$ cat src/rtl/can_err_pkg.sv
package can_err_pkg;

    localparam int unsigned CAN_CRC_W = 15;
    localparam logic [CAN_CRC_W-1:0] CAN_CRC_POLY = 15'h4599;

    typedef struct packed {
        logic crc;
        logic stf;
        logic bite;
        logic frm;
        logic ack;
    } err_flags_t;

endpackage

$ cat src/rtl/can_crc_chk.sv
module can_crc_chk #(
    parameter int unsigned        CRC_W    = 15,
    parameter logic [CRC_W-1:0]   CRC_POLY = 15'h4599
) (
    input  logic clk,
    input  logic rst_n,
    input  logic bit_stb,
    input  logic rx_lvl,
    input  logic stuff_bit,
    input  logic fld_crc_cov,
    input  logic fld_crc_seq,
    input  logic fld_crc_del,
    output logic crc_mismatch
);

    typedef struct packed {
        logic [CRC_W-1:0] calc;
        logic [CRC_W-1:0] rcv;
    } crc_st_t;

    crc_st_t st_d, st_q;
    logic    fb;
    logic [CRC_W-1:0] stepped;

    always_comb begin
        st_d    = st_q;
        fb      = st_q.calc[CRC_W-1] ^ rx_lvl;
        stepped = {st_q.calc[CRC_W-2:0], 1'b0} ^ (fb ? CRC_POLY : '0);
        crc_mismatch = bit_stb && fld_crc_del && (st_q.calc != st_q.rcv);

        if (bit_stb) begin
            if (!fld_crc_cov && !fld_crc_seq) begin
                st_d.calc = '0;
                st_d.rcv  = '0;
            end else if (!stuff_bit) begin
                if (fld_crc_cov) begin
                    st_d.calc = stepped;
                end
                if (fld_crc_seq) begin
                    st_d.rcv = {st_q.rcv[CRC_W-2:0], rx_lvl};
                end
            end
        end
    end

    always_ff @(posedge clk or negedge rst_n) begin
        if (!rst_n) begin
            st_q <= '0;
        end else begin
            st_q <= st_d;
        end
    end

endmodule

$ cat src/rtl/can_stuff_mon.sv
module can_stuff_mon #(
    parameter int unsigned RUN_MAX = 5
) (
    input  logic clk,
    input  logic rst_n,
    input  logic bit_stb,
    input  logic rx_lvl,
    input  logic fld_stuff,
    output logic stuff_viol
);

    localparam int unsigned LIMIT = RUN_MAX + 1;
    localparam int unsigned CW    = $clog2(LIMIT + 1);

    typedef struct packed {
        logic [CW-1:0] run;
        logic          last;
    } stf_st_t;

    stf_st_t       st_d, st_q;
    logic [CW-1:0] run_nx;

    always_comb begin
        st_d   = st_q;
        run_nx = '0;
        if (fld_stuff) begin
            if ((st_q.run != '0) && (rx_lvl == st_q.last)) begin
                run_nx = (st_q.run == CW'(LIMIT)) ? st_q.run : st_q.run + 1'b1;
            end else begin
                run_nx = CW'(1);
            end
        end
        stuff_viol = bit_stb && fld_stuff && (run_nx == CW'(LIMIT)) && (st_q.run != CW'(LIMIT));
        if (bit_stb) begin
            st_d.run  = run_nx;
            st_d.last = rx_lvl;
        end
    end

    always_ff @(posedge clk or negedge rst_n) begin
        if (!rst_n) begin
            st_q <= '0;
        end else begin
            st_q <= st_d;
        end
    end

endmodule

$ cat src/rtl/can_field_chk.sv
module can_field_chk (
    input  logic bit_stb,
    input  logic tx_lvl,
    input  logic rx_lvl,
    input  logic fld_arb,
    input  logic fld_crc_del,
    input  logic fld_ack_slot,
    input  logic fld_ack_del,
    input  logic fld_eof,
    input  logic role_tx,
    input  logic listen_only,
    output logic bit_viol,
    output logic form_viol,
    output logic ack_viol
);

    logic driving;
    logic masked;

    always_comb begin
        driving   = !listen_only && (role_tx || !tx_lvl);
        masked    = tx_lvl && !rx_lvl && (fld_arb || fld_ack_slot);
        bit_viol  = bit_stb && driving && (tx_lvl != rx_lvl) && !masked;
        form_viol = bit_stb && !rx_lvl && (fld_crc_del || fld_ack_del || fld_eof);
        ack_viol  = bit_stb && fld_ack_slot && role_tx && rx_lvl;
    end

endmodule

$ cat src/rtl/can_err_detect.sv
module can_err_detect
    import can_err_pkg::*;
#(
    parameter int unsigned STUFF_RUN = 5
) (
    input  logic clk,
    input  logic rst_n,
    input  logic bit_stb,
    input  logic tx_lvl,
    input  logic rx_lvl,
    input  logic fld_arb,
    input  logic fld_stuff,
    input  logic fld_crc_cov,
    input  logic fld_crc_seq,
    input  logic stuff_bit,
    input  logic fld_crc_del,
    input  logic fld_ack_slot,
    input  logic fld_ack_del,
    input  logic fld_eof,
    input  logic role_tx,
    input  logic listen_only,
    input  logic clr_flags,
    output logic bus_drive,
    output logic err_crc,
    output logic err_stuff,
    output logic err_bit,
    output logic err_form,
    output logic err_ack,
    output logic err_frame_req,
    output logic freeze_cnt
);

    typedef struct packed {
        err_flags_t flg;
        logic       req;
        logic       crc_pend;
    } top_st_t;

    top_st_t    st_d, st_q;
    err_flags_t hits;
    logic       crc_p, stf_p, bit_p, frm_p, ack_p;
    logic       crc_due;
    logic       want_req;

    can_crc_chk #(
        .CRC_W   (CAN_CRC_W),
        .CRC_POLY(CAN_CRC_POLY)
    ) u_crc (
        .clk         (clk),
        .rst_n       (rst_n),
        .bit_stb     (bit_stb),
        .rx_lvl      (rx_lvl),
        .stuff_bit   (stuff_bit),
        .fld_crc_cov (fld_crc_cov),
        .fld_crc_seq (fld_crc_seq),
        .fld_crc_del (fld_crc_del),
        .crc_mismatch(crc_p)
    );

    can_stuff_mon #(
        .RUN_MAX(STUFF_RUN)
    ) u_stuff (
        .clk       (clk),
        .rst_n     (rst_n),
        .bit_stb   (bit_stb),
        .rx_lvl    (rx_lvl),
        .fld_stuff (fld_stuff),
        .stuff_viol(stf_p)
    );

    can_field_chk u_field (
        .bit_stb     (bit_stb),
        .tx_lvl      (tx_lvl),
        .rx_lvl      (rx_lvl),
        .fld_arb     (fld_arb),
        .fld_crc_del (fld_crc_del),
        .fld_ack_slot(fld_ack_slot),
        .fld_ack_del (fld_ack_del),
        .fld_eof     (fld_eof),
        .role_tx     (role_tx),
        .listen_only (listen_only),
        .bit_viol    (bit_p),
        .form_viol   (frm_p),
        .ack_viol    (ack_p)
    );

    always_comb begin
        st_d = st_q;

        hits.crc  = crc_p;
        hits.stf  = stf_p;
        hits.bite = bit_p;
        hits.frm  = frm_p;
        hits.ack  = ack_p;

        // Sticky flags: a detection outranks a simultaneous clear.
        st_d.flg = (clr_flags ? '0 : st_q.flg) | hits;

        // A CRC mismatch waits for the acknowledgement delimiter.
        crc_due       = bit_stb && fld_ack_del && st_q.crc_pend;
        st_d.crc_pend = crc_p || (st_q.crc_pend && !(bit_stb && fld_ack_del));

        want_req = stf_p || bit_p || frm_p || ack_p || crc_due;
        if (want_req && !listen_only) begin
            st_d.req = 1'b1;
        end else if (bit_stb) begin
            st_d.req = 1'b0;
        end
    end

    always_ff @(posedge clk or negedge rst_n) begin
        if (!rst_n) begin
            st_q <= '0;
        end else begin
            st_q <= st_d;
        end
    end

    assign bus_drive     = listen_only ? 1'b1 : tx_lvl;
    assign freeze_cnt    = listen_only;
    assign err_crc       = st_q.flg.crc;
    assign err_stuff     = st_q.flg.stf;
    assign err_bit       = st_q.flg.bite;
    assign err_form      = st_q.flg.frm;
    assign err_ack       = st_q.flg.ack;
    assign err_frame_req = st_q.req;

endmodule

$ cat config.mk
export PLATFORM = sky130hd
export DESIGN_NAME = can_err_detect
export DESIGN_NICKNAME = d
export VERILOG_FILES = /design/src/rtl/can_err_pkg.sv /design/src/rtl/can_crc_chk.sv /design/src/rtl/can_stuff_mon.sv /design/src/rtl/can_field_chk.sv /design/src/rtl/can_err_detect.sv
export SDC_FILE = /design/constraint.sdc
export NUM_CORES = 1
export LEC_CHECK = 0
export BUFFER_PORTS_ARGS = -buffer_cell sky130_fd_sc_hd__buf_2
export CELL_PAD_IN_SITES_DETAIL_PLACEMENT = 1
export CELL_PAD_IN_SITES_GLOBAL_PLACEMENT = 1
export CORE_AREA = 2 2 101 78
export DETAILED_ROUTE_END_ITERATION = 7
export DIE_AREA = 0 0 103 80
export PLACE_DENSITY = 0.56
export SYNTH_ARGS = -nofsm -noshare
export SYNTH_HDL_FRONTEND = slang
export SYNTH_SLANG_ARGS = --single-unit
export TNS_END_PERCENT = 20
$ cat constraint.sdc
create_clock -name clk -period 1.8 [get_ports clk]
set_input_delay 0 -clock clk [delete_from_list [all_inputs] [get_ports clk]]
set_output_delay 0 -clock clk [all_outputs]
set_load 0.02 [all_outputs]
==> metrics.yaml, run 1 <==
root_buffer: "clkbuf_8"
maxSlewViolCount: 0
final_common_cell: "dfrtp_1"
seq_area_frac_synth_pct: 48.2
cts.sinks: 41
worstSetupEndpointType: "register"
final_cell_mix: "41 x dfrtp_1, 24 x buf_2, 20 x xnor2_1, 20 x a22o_1, 13 x mux2i_1"
ys_types: 39
grt_usage_pct: 13.0
ff_latch_area_mm2: 0.00103
cp.required_ns: 2.02
drtPass1Iterations: 4
dieArea_mm2: 0.00824
grt_max_degree: 42
cts_made_buffers: 5
rows: 27
start_util_pct: 29.5
max_freq_ghz: 0.589
worstHoldPathType: "input port to register"
cts_tree: "built"
cts.htree.levels: 2
yosys.area_share.simple_pct: 11.5
syn2layout_area_growth_pct: 16.1
die_y_um: 80
synth-compound-area-share_pct: 15.4
vias: 1492
ir_drop_mv: 0.316
power.leakage_nw: 1.18
period_share_pct: 94.3
fillers: 839
preCtsSetupSlack_ns: 0.0875
synth_xor_area_share_pct: 10.7
finalSetupViolations: 0
path_max_fanout: 4
worstReg2RegStart: "u_stuff.st_q[1]$_DFFE_PN0P_"
fin_nets: 242
grt_pass1_wl_um: 8180
clkLatencyLatePin_ns: 0.30
routedWlPerCell_um: 15.2
setup_ws_ns: 0.103
antenna_left: 0
drt-initial-drc-count: 84
startpoint_type: "register"
drc: 0
hp-start: "fld_crc_del"
io_pins: 25
synth_edf_count: 0
core_area_mm2: 0.00723
syn_nets: 211
synth-seq-cells: 41
clockBufferDepth: 2
power_density_mw_per_mm2: 908
startpoint: "u_stuff.st_q[1]$_DFFE_PN0P_"
viasPerCell: 4.63
max_slew_margin_pct: 59.2
async_flop_share_pct: 100
synth_top_family_by_area: "compound AO/OA/AOI/OAI gates"
yosys_warnings: 0
dp_hpwl_um: 3570
place_congestion: 0.770
multiInputGateArea_um2: 996
drive_above_1_share_pct: 22.2
worst_pin_slew_ns: 0.604
grt_antenna_before_repair: 0
routed_wl_um: 4900
synth_mux_area_share_pct: 6.64
synth_area_mm2: 0.00213
synthAdderAreaFrac_pct: 2.35
clkTransAtPathRegs_ns: 0.08
antennaDiodeCount: 0
holdWs_ns: 0.0123
grt_overflow: 0
die_x_um: 103
clock_skew_ns: 0.00343
finalPower_mw: 2.25
maxCapViolCount: 0
io_buffers: 24
syn_inst: 190
status: "finished, final reports clean"
grt_pass1_vias: 1568
avgSynthCellArea_um2: 11.2
ys.flop_type: "dfrtp_1"
arrival_ns: 1.92
fin_util_pct: 34.2
finalHoldViolations: 0
critical_path_class: "register to register"
fin_crit_ns: 1.70
registers in the layout (all words and copies together) (netlist names):
register and count:
err_ack 1, err_stuff 1, u_crc.st_q 30, err_bit 1, err_form 1, err_frame_req 1, st_q 1, u_stuff.st_q 4
err_crc 1
cells by family (layout without fill, tap and decap cells):
logic type | count (synthesis) | in the layout
AOI/OAI and AO/OA | 43 | 43
xor gates and xnor gates | 23 | 23
adders and majority gates | 4 | 4
buffers and inverters | 21 | 52
DFF | 41 | 41
muxes | 14 | 14
and+or+nand+nor | 44 | 44
cell type report:
| class | instances | area share [%] |
|---|---|---|
| clock buffers | 7 | 3.49 |
| inverters | 12 | 1.82 |
| multi-input cells | 128 | 40.2 |
| flip-flops and latches | 41 | 41.5 |
| well taps | 101 | 5.11 |
| repair buffers | 33 | 7.89 |
worst max-delay path, stage by stage, from the launching register on:
cell and delay [ns]:
dfrtp_1 0.41, inv_1 0.09, ha_2 0.20, nand2_1 0.11
mux2i_1 0.15, or4_4 0.52, a41oi_2 0.13
per-layer routing:
layer | GRT usage (%) | vias up | share of wire (%)
li1 | - | 730 | -
met1 | 19.7 | 738 | 53
met2 | 18.1 | 18 | 42
met3 | 2.80 | 6 | 3.3
met4 | 4.47 | 0 | 1.3
met5 | 0 | - | 0
report_power, final:
part | switching (mW) | total [mW] | internal [mW] | leakage, nW
sequential | 0.112 | 1.13 | 1.02 | 0.548
clock | 0.316 | 0.620 | 0.305 | 0.0443
combinational | 0.239 | 0.494 | 0.255 | 0.585
total | 0.667 | 2.25 | 1.58 | 1.18
metrics by stage:
step	instances	instance area, um^2	TNS [ns]
floorplan	190	2130	0
global placement	310	2340	0
detailed placement	310	2340	0
CTS	320	2460	0
global route	322	2470	-0.00234
finish	322	2470	0
synthesized netlist by cell type, drive strengths merged, types with 3 or more instances:
master	instances	area, um^2
nand4	4	25.0
nand3	6	35.0
nand2b	3	18.8
mux2i	13	130
nor3b	3	27.5
dfrtp	41	1030
o21ai	9	45.0
a21oi	5	25.0
nor2	12	52.6
xnor2	22	219
a22o	21	185
nand2	9	33.8
buf	7	58.8
inv	12	45.0
ha	4	50.1
final timing paths:
kind                                              endpoint  slack, ns  depth (start not counted)
min in group asynchronous        u_crc.st_q[4]$_DFFE_PN0P_       0.30                          3
worst max register to register   err_frame_req$_DFFE_PN0P_       0.10                          6
worst max-delay path             err_frame_req$_DFFE_PN0P_       0.10                          6
worst min register to register           st_q[0]$_DFF_PN0_       0.49                          2
worst min-delay path                     err_crc$_DFF_PN0_       0.01                          3
max in group asynchronous       u_crc.st_q[23]$_DFFE_PN0P_       1.13                          3
timing repair:
action	4_1_cts	5_1_grt
gates resized for setup	0	1
endpoints found under the setup margin	0	2
hold buffers	3	0
setup buffers	0	2
hold endpoints to repair	47	0
Note: power is estimated with default switching activity, not from simulation.
==> inputs of run 2 (changes only) <==
==> constraint.sdc (replaced) <==
create_clock -name clk -period 1.8 [get_ports clk]
set_input_delay 0.18 -clock clk [delete_from_list [all_inputs] [get_ports clk]]
set_output_delay 0.18 -clock clk [all_outputs]
set_load 0.02 [all_outputs]
==> metrics.yaml, run 2 (same netlist as run 1, synthesis figures left out) <==
setup_ws_ns: 0.105
io_pins: 25
endpoint: "err_frame_req$_DFFE_PN0P_"
drt-initial-drc-count: 42
grt_overflow: 0
grt_pass1_wl_um: 8080
finalSetupViolations: 0
fin_crit_ns: 1.69
regToRegEndpoint: "err_frame_req$_DFFE_PN0P_"
dp_hpwl_um: 3660
grt_pass1_vias: 1531
finalHoldViolations: 0
fin_util_pct: 34.3
fin_nets: 242
cp.required_ns: 2.02
core_area_mm2: 0.00723
antenna_left: 0
final_common_cell: "dfrtp_1"
start_util_pct: 29.5
grt_antenna_before_repair: 0
worstSetupEndpointType: "register"
finalPower_mw: 2.26
drive_above_1_share_pct: 24.3
reg.largest.list: "u_crc.st_q (30), u_stuff.st_q (4)"
power.leakage_nw: 1.17
cts.sinks: 41
drc: 0
worst_pin_slew_ns: 0.542
regMostFlops: "u_crc.st_q"
syn2layout_area_growth_pct: 16.3
cts.htree.levels: 2
path_max_fanout: 4
arrival_ns: 1.92
grt_usage_pct: 13.0
root_buffer: "clkbuf_8"
maxSlewViolCount: 0
startpoint_type: "register"
grt_max_degree: 42
cts_tree: "built"
clkTransAtPathRegs_ns: 0.08
clkLatencyLatePin_ns: 0.30
worstHoldPathType: "input port to register"
routed_wl_um: 4920
stdcell_count: 323
preCtsSetupSlack_ns: 0.0532
routedWlPerCell_um: 15.2
drtPass1Iterations: 4
clock_skew_ns: 0.00614
post_dp_cell_area_mm2: 0.00236
rows: 27
r2r_cells: 6
max_freq_ghz: 0.590
viasPerCell: 4.62
final_cell_mix: "41 x dfrtp_1, 24 x buf_2, 20 x xnor2_1, 20 x a22o_1, 13 x mux2i_1"
io_buffers: 24
dieArea_mm2: 0.00824
fin_tns_setup_ns: 0
startpoint: "u_stuff.st_q[1]$_DFFE_PN0P_"
largest_reg_flops: 30
die_y_um: 80
max_slew_margin_pct: 63.5
ir_drop_mv: 0.271
antennaDiodeCount: 0
rsz0062_at_grt: "no"
worstReg2RegStart: "u_stuff.st_q[1]$_DFFE_PN0P_"
place_congestion: 0.780
clockBufferDepth: 2
final_area_mm2: 0.00248
power_density_mw_per_mm2: 913
hold_depth: 2
placedCellCount: 313
period_share_pct: 94.1
holdWs_ns: 0.142
vias: 1492
status: "finished, final reports clean"
critical_path_class: "register to register"
maxCapViolCount: 0
cts_made_buffers: 5
die_x_um: 103
r2r_setup_slack_ns: 0.11
[run 2: cell count changes in the layout (fill, tap and decap cells not counted)]
cell           previous run  this run
dlygate4sd3_1             3         1
nand2_1                   9         8
buf_4                     6         8
clkbuf_1                  1         0
clkbuf_8                  6         5
clkinvlp_4                0         3
nand2_2                   0         1
[run 2: worst min-delay path by stage]
stage,from,endpoint
final,clr_flags,err_ack$_DFF_PN0_
after detailed placement,rst_n,u_crc.st_q[4]$_DFFE_PN0P_
after global routing,clr_flags,err_crc$_DFF_PN0_
after CTS,clr_flags,err_crc$_DFF_PN0_
after floorplan,rst_n,err_ack$_DFF_PN0_
after global placement,rst_n,u_crc.st_q[4]$_DFFE_PN0P_
[run 2: worst max-delay path, cell delays in order, from the launching register on]
cell and delay, ns:
dfrtp_1 0.42, inv_1 0.10, ha_2 0.21, nand2_2 0.09, mux2i_1 0.13, or4_4 0.53, a41oi_2 0.14
[run 2: what timing repair did]
action,in CTS,in global routing
hold endpoints to repair,41,0
setup endpoints to repair,0,2
hold buffers,1,0
setup buffers,0,1
resized for setup,0,2
[run 2: power breakdown]
part / internal, mW / total [mW] / switching, mW
Combinational: 0.252 / 0.491 / 0.239
Sequential: 1.02 / 1.14 / 0.116
Clock: 0.272 / 0.634 / 0.361
Total: 1.54 / 2.26 / 0.716
[run 2: area by class of cell]
| class | instances | area (um^2) |
|---|---|---|
| Fill cell | 847 | 4750 |
| Sequential cell | 41 | 1030 |
| Multi-Input combinational cell | 128 | 998 |
| Timing Repair Buffer | 33 | 190 |
| Tap cell | 101 | 126 |
| Clock buffer | 5 | 68.8 |
| Inverter | 12 | 45.0 |
| Clock inverter | 3 | 22.5 |
[run 2: metal layers]
layer	GRT usage [%]	wire length, um
met3	2.45	146
met5	0	0
met4	5.13	65
met1	20.0	2700
met2	17.7	2010
==> inputs of run 3 (changes only) <==
--- a/config.mk
+++ b/config.mk
@@ -5,13 +5,13 @@
 export SDC_FILE = /design/constraint.sdc
 export NUM_CORES = 1
 export LEC_CHECK = 0
-export BUFFER_PORTS_ARGS = -buffer_cell sky130_fd_sc_hd__buf_2
 export CELL_PAD_IN_SITES_DETAIL_PLACEMENT = 1
 export CELL_PAD_IN_SITES_GLOBAL_PLACEMENT = 1
 export CORE_AREA = 2 2 101 78
 export DETAILED_ROUTE_END_ITERATION = 7
 export DIE_AREA = 0 0 103 80
-export PLACE_DENSITY = 0.56
+export DONT_BUFFER_PORTS = 1
+export PLACE_DENSITY = 0.52
 export SYNTH_ARGS = -nofsm -noshare
 export SYNTH_HDL_FRONTEND = slang
 export SYNTH_SLANG_ARGS = --single-unit
==> constraint.sdc (replaced) <==
create_clock -name clk -period 1.96 [get_ports clk]
set_input_delay 0.196 -clock clk [delete_from_list [all_inputs] [get_ports clk]]
set_output_delay 0.196 -clock clk [all_outputs]
set_load 0.02 [all_outputs]
==> metrics.yaml, run 3 (same netlist as run 1, synthesis figures left out) <==
status: "finished, final reports clean"
grt_pass1_wl_um: 8510
cp.required_ns: 2.18
clockBufferDepth: 2
clkTransAtPathRegs_ns: 0.08
grt_pass1_vias: 1612
viasPerCell: 4.94
fin_tns_setup_ns: 0
finalHoldViolations: 0
arrival_ns: 2.04
power.leakage_nw: 1.07
period_share_pct: 92.8
antenna_left: 0
fin_nets: 215
hp-start: "clr_flags"
worstSetupEndpointType: "register"
maxSlewViolCount: 0
clkLatencyLatePin_ns: 0.29
cts_made_buffers: 5
drc: 0
fin_util_pct: 32.4
worstHoldPathType: "input port to register"
reg.largest.list: "u_crc.st_q (30), u_stuff.st_q (4)"
drt-initial-drc-count: 39
finalPower_mw: 2.02
drive_above_1_share_pct: 10.8
drtPass1Iterations: 6
syn2layout_area_growth_pct: 9.92
regMostFlops: "u_crc.st_q"
startpoint: "u_stuff.st_q[1]$_DFFE_PN0P_"
core_area_mm2: 0.00723
cts.htree.levels: 2
r2r_setup_slack_ns: 0.14
worst_pin_slew_ns: 0.758
final_cell_mix: "41 x dfrtp_1, 20 x xnor2_1, 20 x a22o_1"
cts_hold_buf: 4
swShare_pct: 29.2
min_to: "err_ack$_DFF_PN0_"
worstReg2RegStart: "u_stuff.st_q[1]$_DFFE_PN0P_"
preCtsSetupSlack_ns: 0.160
critical_path_class: "register to register"
antennaDiodeCount: 0
p_switching_uw: 588
max_freq_ghz: 0.550
grt_overflow: 0
regToRegEndpoint: "err_frame_req$_DFFE_PN0P_"
power_density_mw_per_mm2: 861
io_pins: 25
fillers: 820
maxCapViolCount: 0
setup_ws_ns: 0.141
r2r_cells: 6
die_x_um: 103
place_congestion: 0.756
dieArea_mm2: 0.00824
largest_reg_flops: 30
hold_depth: 1
vias: 1457
routedWlPerCell_um: 17.2
fin_crit_ns: 1.82
max_slew_margin_pct: 48.9
die_y_um: 80
cts_setup_buffers: 0
clock_power_share_pct: 27.8
placedCellCount: 284
dp_hpwl_um: 3700
pwr-share-comb_pct: 19.4
ir_drop_mv: 0.238
cts.sinks: 41
grt_antenna_before_repair: 0
stdcell_count: 295
rows: 27
grt_usage_pct: 13.8
rsz0062_at_grt: "no"
path_max_fanout: 4
post_cts_resize_count: 0
io_buffers: 0
final_common_cell: "dfrtp_1"
seqPwrFrac_pct: 52.7
cts_tree: "built"
finalSetupViolations: 0
routed_wl_um: 5070
grt_max_degree: 42
clock_skew_ns: 0.00638
start_util_pct: 29.5
startpoint_type: "register"
root_buffer: "clkbuf_8"
internal_power_mw: 1.43
## run 3: cell count changes in the layout (fill, tap and decap cells not counted), sizes merged
cell	previous run	this run
buf	32	3
clkbuf	5	7
clkinvlp	3	0
dlygate4sd3	1	3
## run 3: cell type report
| cell class | instances | area (um^2) | share of cell area [%] |
|---|---|---|---|
| sequential | 41 | 1030 | 43.8 |
| clock buffer | 7 | 86.3 | 3.69 |
| tap | 101 | 126 | 5.40 |
| multi-input combinational | 128 | 993 | 42.4 |
| timing repair buffer | 6 | 65.1 | 2.78 |
| inverter | 12 | 45.0 | 1.92 |
## run 3: how the worst max path moves through the flow
| stage | endpoint | slack (ns) | depth (start not counted) |
|---|---|---|---|
| 6_report | err_frame_req$_DFFE_PN0P_ | 0.14 | 6 |
| 5_1_grt | err_frame_req$_DFFE_PN0P_ | 0.04 | 6 |
| 4_1_cts | err_frame_req$_DFFE_PN0P_ | 0.14 | 6 |
| 3_5_place_dp | err_frame_req$_DFFE_PN0P_ | 0.16 | 6 |
| 3_3_place_gp | err_frame_req$_DFFE_PN0P_ | 0.30 | 6 |
| 2_1_floorplan | err_frame_req$_DFFE_PN0P_ | 0.35 | 6 |
## run 3: power groups by stage
stage | registers (mW) | logic, mW | clock network, mW
3_3_place_gp | 1.07 | 0.346 | 0
5_1_grt | 1.08 | 0.436 | 0.634
2_1_floorplan | 1.04 | 0.322 | 0
6_report | 1.06 | 0.392 | 0.561
4_1_cts | 1.06 | 0.400 | 0.581
3_5_place_dp | 1.08 | 0.370 | 0
## run 3: per-stage QoR
stage | hold WS (ns) | cell area [um^2]
finish | 0.00770 | 2340
global route | 0.00606 | 2340
CTS | 0.00651 | 2340
detailed placement | -0.0982 | 2210
global placement | -0.0983 | 2210
floorplan | -0.0996 | 2130
## run 3: routing by layer
metal / part of all wire (%) / GRT usage (%) / vias up
met1: 48 / 18.1 / 751
met3: 3.1 / 3.68 / 5
met4: 1.3 / 5.39 / 0
met5: 0 / 0 / -
li1: - / - / 675
met2: 48 / 21.7 / 26
## run 3: critical path, stage by stage (launching register included)
cell and delay [ns]:
dfrtp_1 0.43, inv_1 0.12, ha_1 0.23, nand2_1 0.14
mux2i_1 0.16, or4_4 0.54, a41oi_2 0.13
